--- src/rtl/hbx_pkg.sv ---
package hbx_pkg;
  typedef enum logic [2:0] {
    ACT_IDLE,
    ACT_RELOAD,
    ACT_POKE,
    ACT_COUNT,
    ACT_HALT
  } slot_act_e;
endpackage

--- src/rtl/hbx_reload_calc.sv ---
module hbx_reload_calc #(
  parameter int HB_W       = 8,
  parameter int MAX_PERIOD = 5,
  parameter int PER_W      = $clog2(MAX_PERIOD + 1)
) (
  input  logic [HB_W-1:0]  heartbeat,
  output logic [PER_W-1:0] period,
  output logic [HB_W-1:0]  reload
);
  logic [MAX_PERIOD:1] fits;
  logic [HB_W-1:0]     quot [MAX_PERIOD:1];
  logic [HB_W-1:0]     nper;

  // One constant divider per candidate period
  for (genvar p = 1; p <= MAX_PERIOD; p++) begin : g_cand
    assign fits[p] = (heartbeat % HB_W'(p)) == '0;
    assign quot[p] = heartbeat / HB_W'(p);
  end

  // Largest fitting candidate wins; candidate 1 always fits
  always_comb begin
    period = PER_W'(1);
    nper   = quot[1];
    for (int p = 2; p <= MAX_PERIOD; p++) begin
      if (fits[p]) begin
        period = PER_W'(p);
        nper   = quot[p];
      end
    end
  end

  // Two final periods belong to the hardware escalation stages
  assign reload = (nper > HB_W'(2)) ? nper - HB_W'(2) : '0;
endmodule

--- src/rtl/hbx_core_slot.sv ---
module hbx_core_slot
  import hbx_pkg::*;
#(
  parameter int CNT_W = 8
) (
  input  logic             clk,
  input  logic             rst_n,
  input  logic             irq,
  input  logic             ping,
  input  logic             mode,
  input  logic             unmask_ok,
  input  logic [CNT_W-1:0] reload,
  output logic             poke,
  output logic             masked,
  output logic [CNT_W-1:0] count
);
  slot_act_e act;
  logic [CNT_W-1:0] cnt_q;
  logic masked_q, poke_q;

  always_comb begin
    act = ACT_IDLE;
    if (ping)                       act = ACT_RELOAD;
    else if (irq && !masked_q) begin
      if (!mode)                    act = ACT_POKE;
      else if (cnt_q != '0)         act = ACT_COUNT;
      else                          act = ACT_HALT;
    end
  end

  always_ff @(posedge clk) begin
    if (!rst_n) begin
      cnt_q    <= '0;
      masked_q <= 1'b0;
      poke_q   <= 1'b0;
    end else begin
      poke_q <= (act == ACT_RELOAD) || (act == ACT_POKE) || (act == ACT_COUNT);
      case (act)
        ACT_RELOAD: begin
          cnt_q <= reload;
          if (unmask_ok) masked_q <= 1'b0;
        end
        ACT_COUNT: cnt_q    <= cnt_q - CNT_W'(1);
        ACT_HALT:  masked_q <= 1'b1;
        default: ;
      endcase
    end
  end

  assign poke   = poke_q;
  assign masked = masked_q;
  assign count  = cnt_q;

  a_r3_masked_silent: assert property (@(posedge clk) disable iff (!rst_n)
    masked_q && !ping |=> !poke_q && $stable(cnt_q));
  a_r6_ping_reloads: assert property (@(posedge clk) disable iff (!rst_n)
    ping |=> poke_q && cnt_q == $past(reload));
  a_r2_count_down: assert property (@(posedge clk) disable iff (!rst_n)
    !ping && irq && !masked_q && mode && cnt_q != '0 |=> poke_q && cnt_q == $past(cnt_q) - CNT_W'(1));
  a_r3_halt_masks: assert property (@(posedge clk) disable iff (!rst_n)
    !ping && irq && !masked_q && mode && cnt_q == '0 |=> masked_q && !poke_q);
  a_r4_free_poke: assert property (@(posedge clk) disable iff (!rst_n)
    !ping && irq && !masked_q && !mode |=> poke_q && $stable(cnt_q) && !masked_q);
endmodule

--- src/rtl/hbx_heartbeat_ext.sv ---
module hbx_heartbeat_ext #(
  parameter int N_CORES    = 4,
  parameter int HB_W       = 8,
  parameter int MAX_PERIOD = 5,
  localparam int PER_W     = $clog2(MAX_PERIOD + 1)
) (
  input  logic                    clk,
  input  logic                    rst_n,
  input  logic                    start,
  input  logic                    stop,
  input  logic                    ping,
  input  logic                    cfg_load,
  input  logic [HB_W-1:0]         cfg_heartbeat,
  input  logic [N_CORES-1:0]      wd_irq,
  output logic [N_CORES-1:0]      poke,
  output logic [N_CORES-1:0]      masked,
  output logic [N_CORES*HB_W-1:0] count_out,
  output logic                    mode_active,
  output logic [HB_W-1:0]         reload_value,
  output logic [PER_W-1:0]        period_value
);
  logic             mode_q;
  logic [HB_W-1:0]  reload_q, calc_reload, reload_use;
  logic [PER_W-1:0] period_q, calc_period;
  logic             ping_all, mode_at_ping, unmask_ok;

  hbx_reload_calc #(.HB_W(HB_W), .MAX_PERIOD(MAX_PERIOD), .PER_W(PER_W)) u_calc (
    .heartbeat (cfg_heartbeat),
    .period    (calc_period),
    .reload    (calc_reload)
  );

  assign ping_all     = ping | start | stop | cfg_load;
  assign reload_use   = cfg_load ? calc_reload : reload_q;
  assign mode_at_ping = stop ? 1'b0 : mode_q;
  assign unmask_ok    = (reload_use != '0) || !mode_at_ping;

  always_ff @(posedge clk) begin
    if (!rst_n) begin
      mode_q   <= 1'b0;
      reload_q <= '0;
      period_q <= '0;
    end else begin
      if (stop)       mode_q <= 1'b0;
      else if (start) mode_q <= 1'b1;
      if (cfg_load) begin
        reload_q <= calc_reload;
        period_q <= calc_period;
      end
    end
  end

  for (genvar i = 0; i < N_CORES; i++) begin : g_core
    hbx_core_slot #(.CNT_W(HB_W)) u_slot (
      .clk       (clk),
      .rst_n     (rst_n),
      .irq       (wd_irq[i]),
      .ping      (ping_all),
      .mode      (mode_q),
      .unmask_ok (unmask_ok),
      .reload    (reload_use),
      .poke      (poke[i]),
      .masked    (masked[i]),
      .count     (count_out[i*HB_W +: HB_W])
    );
  end

  assign mode_active  = mode_q;
  assign reload_value = reload_q;
  assign period_value = period_q;

  a_r7_stop_wins: assert property (@(posedge clk) disable iff (!rst_n)
    stop |=> !mode_active);
  a_r7_start_sets: assert property (@(posedge clk) disable iff (!rst_n)
    start && !stop |=> mode_active);
  a_r5_period_bounds: assert property (@(posedge clk) disable iff (!rst_n)
    cfg_load |=> period_value >= PER_W'(1) && period_value <= PER_W'(MAX_PERIOD));
  a_r6_ping_all: assert property (@(posedge clk) disable iff (!rst_n)
    ping |=> poke == {N_CORES{1'b1}});
endmodule

--- config.mk ---
export PLATFORM = sky130hd
export DESIGN_NAME = hbx_heartbeat_ext
export DESIGN_NICKNAME = d
export VERILOG_FILES = /design/src/rtl/hbx_pkg.sv /design/src/rtl/hbx_reload_calc.sv /design/src/rtl/hbx_core_slot.sv /design/src/rtl/hbx_heartbeat_ext.sv
export SDC_FILE = /design/constraint.sdc
export NUM_CORES = 1
export LEC_CHECK = 0
export ABC_AREA = 1
export BUFFER_PORTS_ARGS = -buffer_cell sky130_fd_sc_hd__buf_2
export CAP_MARGIN = 20
export CORE_MARGIN = 5
export CORE_UTILIZATION = 60
export DETAILED_ROUTE_END_ITERATION = 8
export PLACE_DENSITY = 0.94
export SYNTH_ARGS = -nofsm -noshare
export SYNTH_HDL_FRONTEND = slang
export SYNTH_SLANG_ARGS = --single-unit
--- constraint.sdc ---
create_clock -name clk -period 8.7 [get_ports clk]
set_input_delay 0 -clock clk [delete_from_list [all_inputs] [get_ports clk]]
set_output_delay 0 -clock clk [all_outputs]
set_load 0.02 [all_outputs]
==> flow_summary.ini, run 1 <==
[place]
numPortBuffers = 69
dp_slack_ns = 3.90
detailed_place.area_mm2 = 0.00451
routabilityCongestion = 0.957
place.detailed.hpwl_um = 8730
dp_cells = 829

[timing]
worst_hold_slack_ns = -0.00166
slew_viol_final = 0
final_critical_path_setup_slack_ns = 4.10
fin_skew_ns = 0.0108
maxSlewHeadroom_pct = 47.0
max_clock_freq_mhz = 217
final_tns_setup_ns = 0
report.final.setup_viol = 0
worst-slew-pin-transition_ns = 0.788
min_period_over_period_pct = 52.8
fin_crit_ns = 4.60
setup_repair_after_global_routing_missed_its_margin = false
final_hold_viol_count = 1

[critical_path]
max_stage_delay_ns = 0.25
worst-r2r-setup-slack_ns = 6.13
critPathBufInv = 5
worstPathMaxFanout = 10
crit_arrival_ns = 4.83
reg_to_reg_start = g_core[0].u_slot.count[1]
critPathCaptureType = flip-flop
critPathSlowestCell = ha_1
kind_of_cell_adding_the_most_delay_to_the_critical_path = simple AND/OR/NAND/NOR gates
worst_setup_path_class = in2reg
crit_startpoint = cfg_heartbeat[6]
crit_path_start_kind = input pin
critical_path_required_time_ns = 8.93
timing.critical_path.mode_cell = nand2_1

[routing]
drt_drc_violations_left = 0
detail_route.iter0.violations = 369
detail_route.wl_per_cell_um = 13.4
post_drt_via_cell_ratio = 5.62
drt.antenna.violating_nets = 0
routed_via_count = 4711
routed_wl_um = 11200
detailedRoute.firstPassIterationCount = 5

[layout]
fillers = 594
final_cells = 838
postLayoutCoreUtil_pct = 68.1
layout-drive-gt1-share_pct = 17.8
antennaDiodeCount = 0
design_area_mm2 = 0.00463
areaGrowthSynthToFinish_pct = 10.7
final_nets = 770

[synthesis]
seq_area_frac_synth_pct = 24.9
post-synth-top-area-cell = dfxtp_1
primary_flip_flop_cell_chosen_by_synthesis_mapping = dfxtp_1
netlist-cell-type-count = 42
synthArstFlopShare_pct = 0
number_of_nets_in_the_synthesized_netlist = 714
synth_seq_cells = 52
yosys-top-cells-area = dfxtp_1, nand2_1, nand3_1
synth_common_cells = nand2_1, inv_1, nand3_1
netlist_area_before_placement_mm2 = 0.00418
netlist.area_leader.share_pct = 24.9
yosys_warnings = 0
synth-edff-count = 0
syn_inst = 686
yosys.cell_count.top_type = nand2_1
synth.avg_cell_area_um2 = 6.09

[global_route]
grt_pass1_wl_um = 18300
remaining_global_route_overflow = 0
grt_start_max_net_pins = 49
grt_antenna_before_repair = 0
number_of_global_route_vias_before_repair = 4186
gr-usage-all-layers_pct = 25.0

[outcome]
violations = hold timing
run_status = finished, violations left

[cts]
clock_tree.buffer_depth = 2
cts-htree-levels = 2
cts.sink_count = 52
cts-buffers-inserted = 5
cts-resized-gates = 0
clock_tree_from_tritoncts = yes
cts.clk_slew.worst_paths_ns = 0.10
clk-insertion-delay-late_ns = 0.31
cts.root.buffer_cell = clkbuf_8

[floorplan]
core_mm2 = 0.00679
die_h_um = 93.4
design.portCount = 70
rows = 30
horizontal_die_dimension_um = 93.4
initial_core_util_pct = 61.5
fp.dieArea_mm2 = 0.00873

[min_path]
timing.hold.worst.start = start
min-delay-path-class = in2reg

[pwr]
peakVddDrop_mv = 0.0869
post-layout-total-power_mw = 0.906
powerDensity_mw_per_mm2 = 196
leakage_power_of_the_design_nw = 2.37

[run]
maxCapViolations = 0
-- path summary, 6_finish.rpt --
path	end	cells past startpoint
max	g_core[2].u_slot.masked	42
min	mode_active	3
max reg2reg	g_core[0].u_slot.count[7]	12
min reg2reg	period_value[0]	2
-- kinds of logic after synthesis --
kind of cell	Yosys count	share of synthesized area, %
compound gates	104	14.6
xor+xnor	13	2.73
fa+ha+maj	10	2.99
buf+inv	120	12.4
flops	52	24.9
simple gates	387	42.4
-- final cells by class --
cell class                 count  area [µm²]  area share (%)
clock buffer                   6        82.6            1.79
clock inverter                 1        8.76           0.189
inverter                      96         368            7.95
multi-input combinational    514        2630            56.7
sequential                    52        1040            22.5
tap                           96         120            2.60
timing repair buffer          73         380            8.22
-- registers in the layout (all words and copies together), names as in the netlist --
name,flops
g_core.u_slot.count,32
reload_value,8
g_core.u_slot.masked,4
g_core.u_slot.poke,4
period_value,3
mode_active,1
-- per-layer routing --
layer	track usage, %	vias up	routed length (µm)
met5	0	-	0
met4	8.91	0	310
met3	3.78	31	1030
met2	44.0	236	5370
met1	30.7	2109	4530
li1	-	2335	-
-- layout by cell type, fill, tap and decap left out, drive strengths merged, types with 3 or more instances in the layout --
cell | netlist | routed
or2 | 3 | 3
nor2 | 62 | 62
a31oi | 12 | 12
clkbuf | 11 | 6
dfxtp | 52 | 52
a21oi | 45 | 45
or3 | 3 | 3
inv | 95 | 95
nand2 | 210 | 210
xor2 | 6 | 6
nor3 | 9 | 9
o211ai | 4 | 4
ha | 10 | 10
buf | 13 | 71
xnor2 | 7 | 7
nand4 | 15 | 15
a21o | 3 | 3
nor4 | 4 | 4
o21ai | 31 | 31
o21bai | 4 | 4
nand3 | 78 | 78
-- worst register-to-register path: stages, from the launching register on --
cell and delay, ns:
dfxtp_1 0.39, inv_1 0.06, ha_1 0.21, nand2_1 0.10
inv_1 0.07, nand2_1 0.10, nor3_1 0.05, nor3_1 0.59
inv_1 0.29, nor4_1 0.31, a21oi_1 0.10, o21ai_0 0.10
a21oi_1 0.08
-- power breakdown --
| group | total [mW] | switching (mW) | internal, mW |
|---|---|---|---|
| registers | 0.305 | 0.0340 | 0.271 |
| logic | 0.458 | 0.310 | 0.148 |
| clock network | 0.144 | 0.0799 | 0.0636 |
| total | 0.906 | 0.424 | 0.483 |
-- repair_timing --
action,4_1_cts,5_1_grt
endpoints found under the hold margin,5,0
hold buffers,2,0
setup buffers,0,0
Power figures use the tool's default switching activity.
==> inputs of run 2 (changes only) <==
CORE_UTILIZATION = 52   (was 60)
PLACE_DENSITY = 0.88   (was 0.94)
clock period = 4.12 ns   (was 8.7 ns; I/O delays follow)
==> run 2 against run 1 <==
Compared with the run above:
- the flow finishes with violations (setup timing)
- clock skew is 0.0034 ns lower
- sequential cell count stayed put
- total power grew to 2.6 times the previous value
- worst setup slack worse by 4.1 ns
- count of clock-buffer cells in the layout is 1 higher
- cell count is 11% higher
- highest routed layer unchanged
==> flow_summary.ini, run 2 (same netlist as run 1, synthesis figures left out) <==
[cts]
clk-insertion-delay-late_ns = 0.31
clock_tree.buffer_depth = 2
cts.clk_slew.worst_paths_ns = 0.09
clock_tree_from_tritoncts = yes
cts.sink_count = 52
cts-htree-levels = 2
cts.root.buffer_cell = clkbuf_8
cts-buffers-inserted = 5

[timing]
max_clock_freq_mhz = 241
fin_crit_ns = 4.15
slew_viol_final = 0
worst_hold_slack_ns = 0.0497
worst-slew-pin-transition_ns = 0.882
fin_skew_ns = 0.00740
final_critical_path_setup_slack_ns = -0.0346
min_period_over_period_pct = 101
final_hold_viol_count = 0
report.final.setup_viol = 6
setup_repair_after_global_routing_missed_its_margin = true
maxSlewHeadroom_pct = 40.8

[critical_path]
critPathBufInv = 4
crit_path_start_kind = input pin
critPathSlowestCell = ha_2
timing.critical_path.mode_cell = nand2_2
crit_arrival_ns = 4.40
max_stage_delay_ns = 0.23
worstPathMaxFanout = 6
critPathCaptureType = flip-flop
critical_path_required_time_ns = 4.37
worst-r2r-setup-slack_ns = 1.35
worst_setup_path_class = in2reg
kind_of_cell_adding_the_most_delay_to_the_critical_path = simple AND/OR/NAND/NOR gates

[floorplan]
design.portCount = 70
fp.dieArea_mm2 = 0.00993
die_h_um = 99.6
rows = 32
horizontal_die_dimension_um = 99.6
core_mm2 = 0.00777
initial_core_util_pct = 53.8

[routing]
routed_wl_um = 14500
detail_route.iter0.violations = 407
routed_via_count = 5384
post_drt_via_cell_ratio = 5.80
detailedRoute.firstPassIterationCount = 5
detail_route.wl_per_cell_um = 15.6
drt_drc_violations_left = 0
drt.antenna.violating_nets = 0

[layout]
antennaDiodeCount = 0
mostFrequentLayoutCell = nand2_1
areaGrowthSynthToFinish_pct = 38.9
highest_count_cells_in_the_layout_ignoring_fill_and_taps = nand2_1, buf_4, inv_1, buf_2, nor2_1
final_cells = 928
fillers = 538
layout-drive-gt1-share_pct = 37.0
largest_register_ff_count = 32
design_area_mm2 = 0.00580
final_nets = 853

[global_route]
grt_antenna_before_repair = 0
grt_pass1_wl_um = 20300
gr-usage-all-layers_pct = 24.2
remaining_global_route_overflow = 0
grt_start_max_net_pins = 49
number_of_global_route_vias_before_repair = 4598

[outcome]
run_status = finished, violations left
violations = setup timing

[place]
numPortBuffers = 69
dp_slack_ns = -0.253
routabilityCongestion = 0.948
detailed_place.area_mm2 = 0.00496
place.detailed.hpwl_um = 9290
dp_cells = 893

[pwr]
leakage_power_of_the_design_nw = 2.85
powerDensity_mw_per_mm2 = 403
post-layout-total-power_mw = 2.34
peakVddDrop_mv = 0.176

[min_path]
min-delay-path-class = in2reg

[run]
maxCapViolations = 0
==> run 2: area by class of cell <==
type	instances	area [µm²]	share of cell area [%]
multi-input combinational	514	3080	53.1
timing repair buffer	156	1080	18.6
sequential	52	1040	17.9
inverter	96	380	6.55
tap	102	128	2.20
clock buffer	7	86.3	1.49
clock inverter	1	7.51	0.129
==> run 2: worst paths after layout <==
kind | start | endpoint | cells past startpoint
max | cfg_heartbeat[6] | g_core[3].u_slot.masked | 45
min | wd_irq[2] | g_core[2].u_slot.poke | 5
max reg2reg | g_core[0].u_slot.count[0] | g_core[0].u_slot.count[7] | 12
min reg2reg | period_value[0] | period_value[0] | 2
==> run 2: per-stage QoR <==
step | util, % | TNS, ns
after global routing | 74.7 | -6.65
after detailed placement | 63.8 | -4.12
final | 74.7 | -0.0839
after global placement | 63.8 | -0.151
after CTS | 65.4 | 0
after floorplan | - | 0
==> run 2: repair_timing <==
action,in CTS,in global routing
setup endpoints to repair,0,43
buffers inserted,0,24
hold buffers,3,0
resized for setup,0,148
endpoints found under the hold margin,5,0
==> run 2: layer usage <==
metal / part of all wire [%] / track usage (%) / vias up
met3: 9.1 / 2.88 / 70
met1: 36 / 29.2 / 2443
li1: - / - / 2514
met2: 51 / 43.4 / 357
met5: 0 / 0 / -
met4: 4.5 / 9.77 / 0
==> run 2: worst min-delay path, delay by kind of cell <==
| kind | cells | cell delay (ns) |
|---|---|---|
| AO/OA/AOI/OAI | 1 | 0.05 |
| AND/OR/NAND/NOR | 2 | 0.12 |
| buffers and inverters | 2 | 0.15 |
==> run 2: report_power, final <==
part	total, mW	internal, mW	switching (mW)
registers	0.642	0.572	0.0708
clock network	0.312	0.137	0.175
logic	1.38	0.551	0.832
total	2.34	1.26	1.08
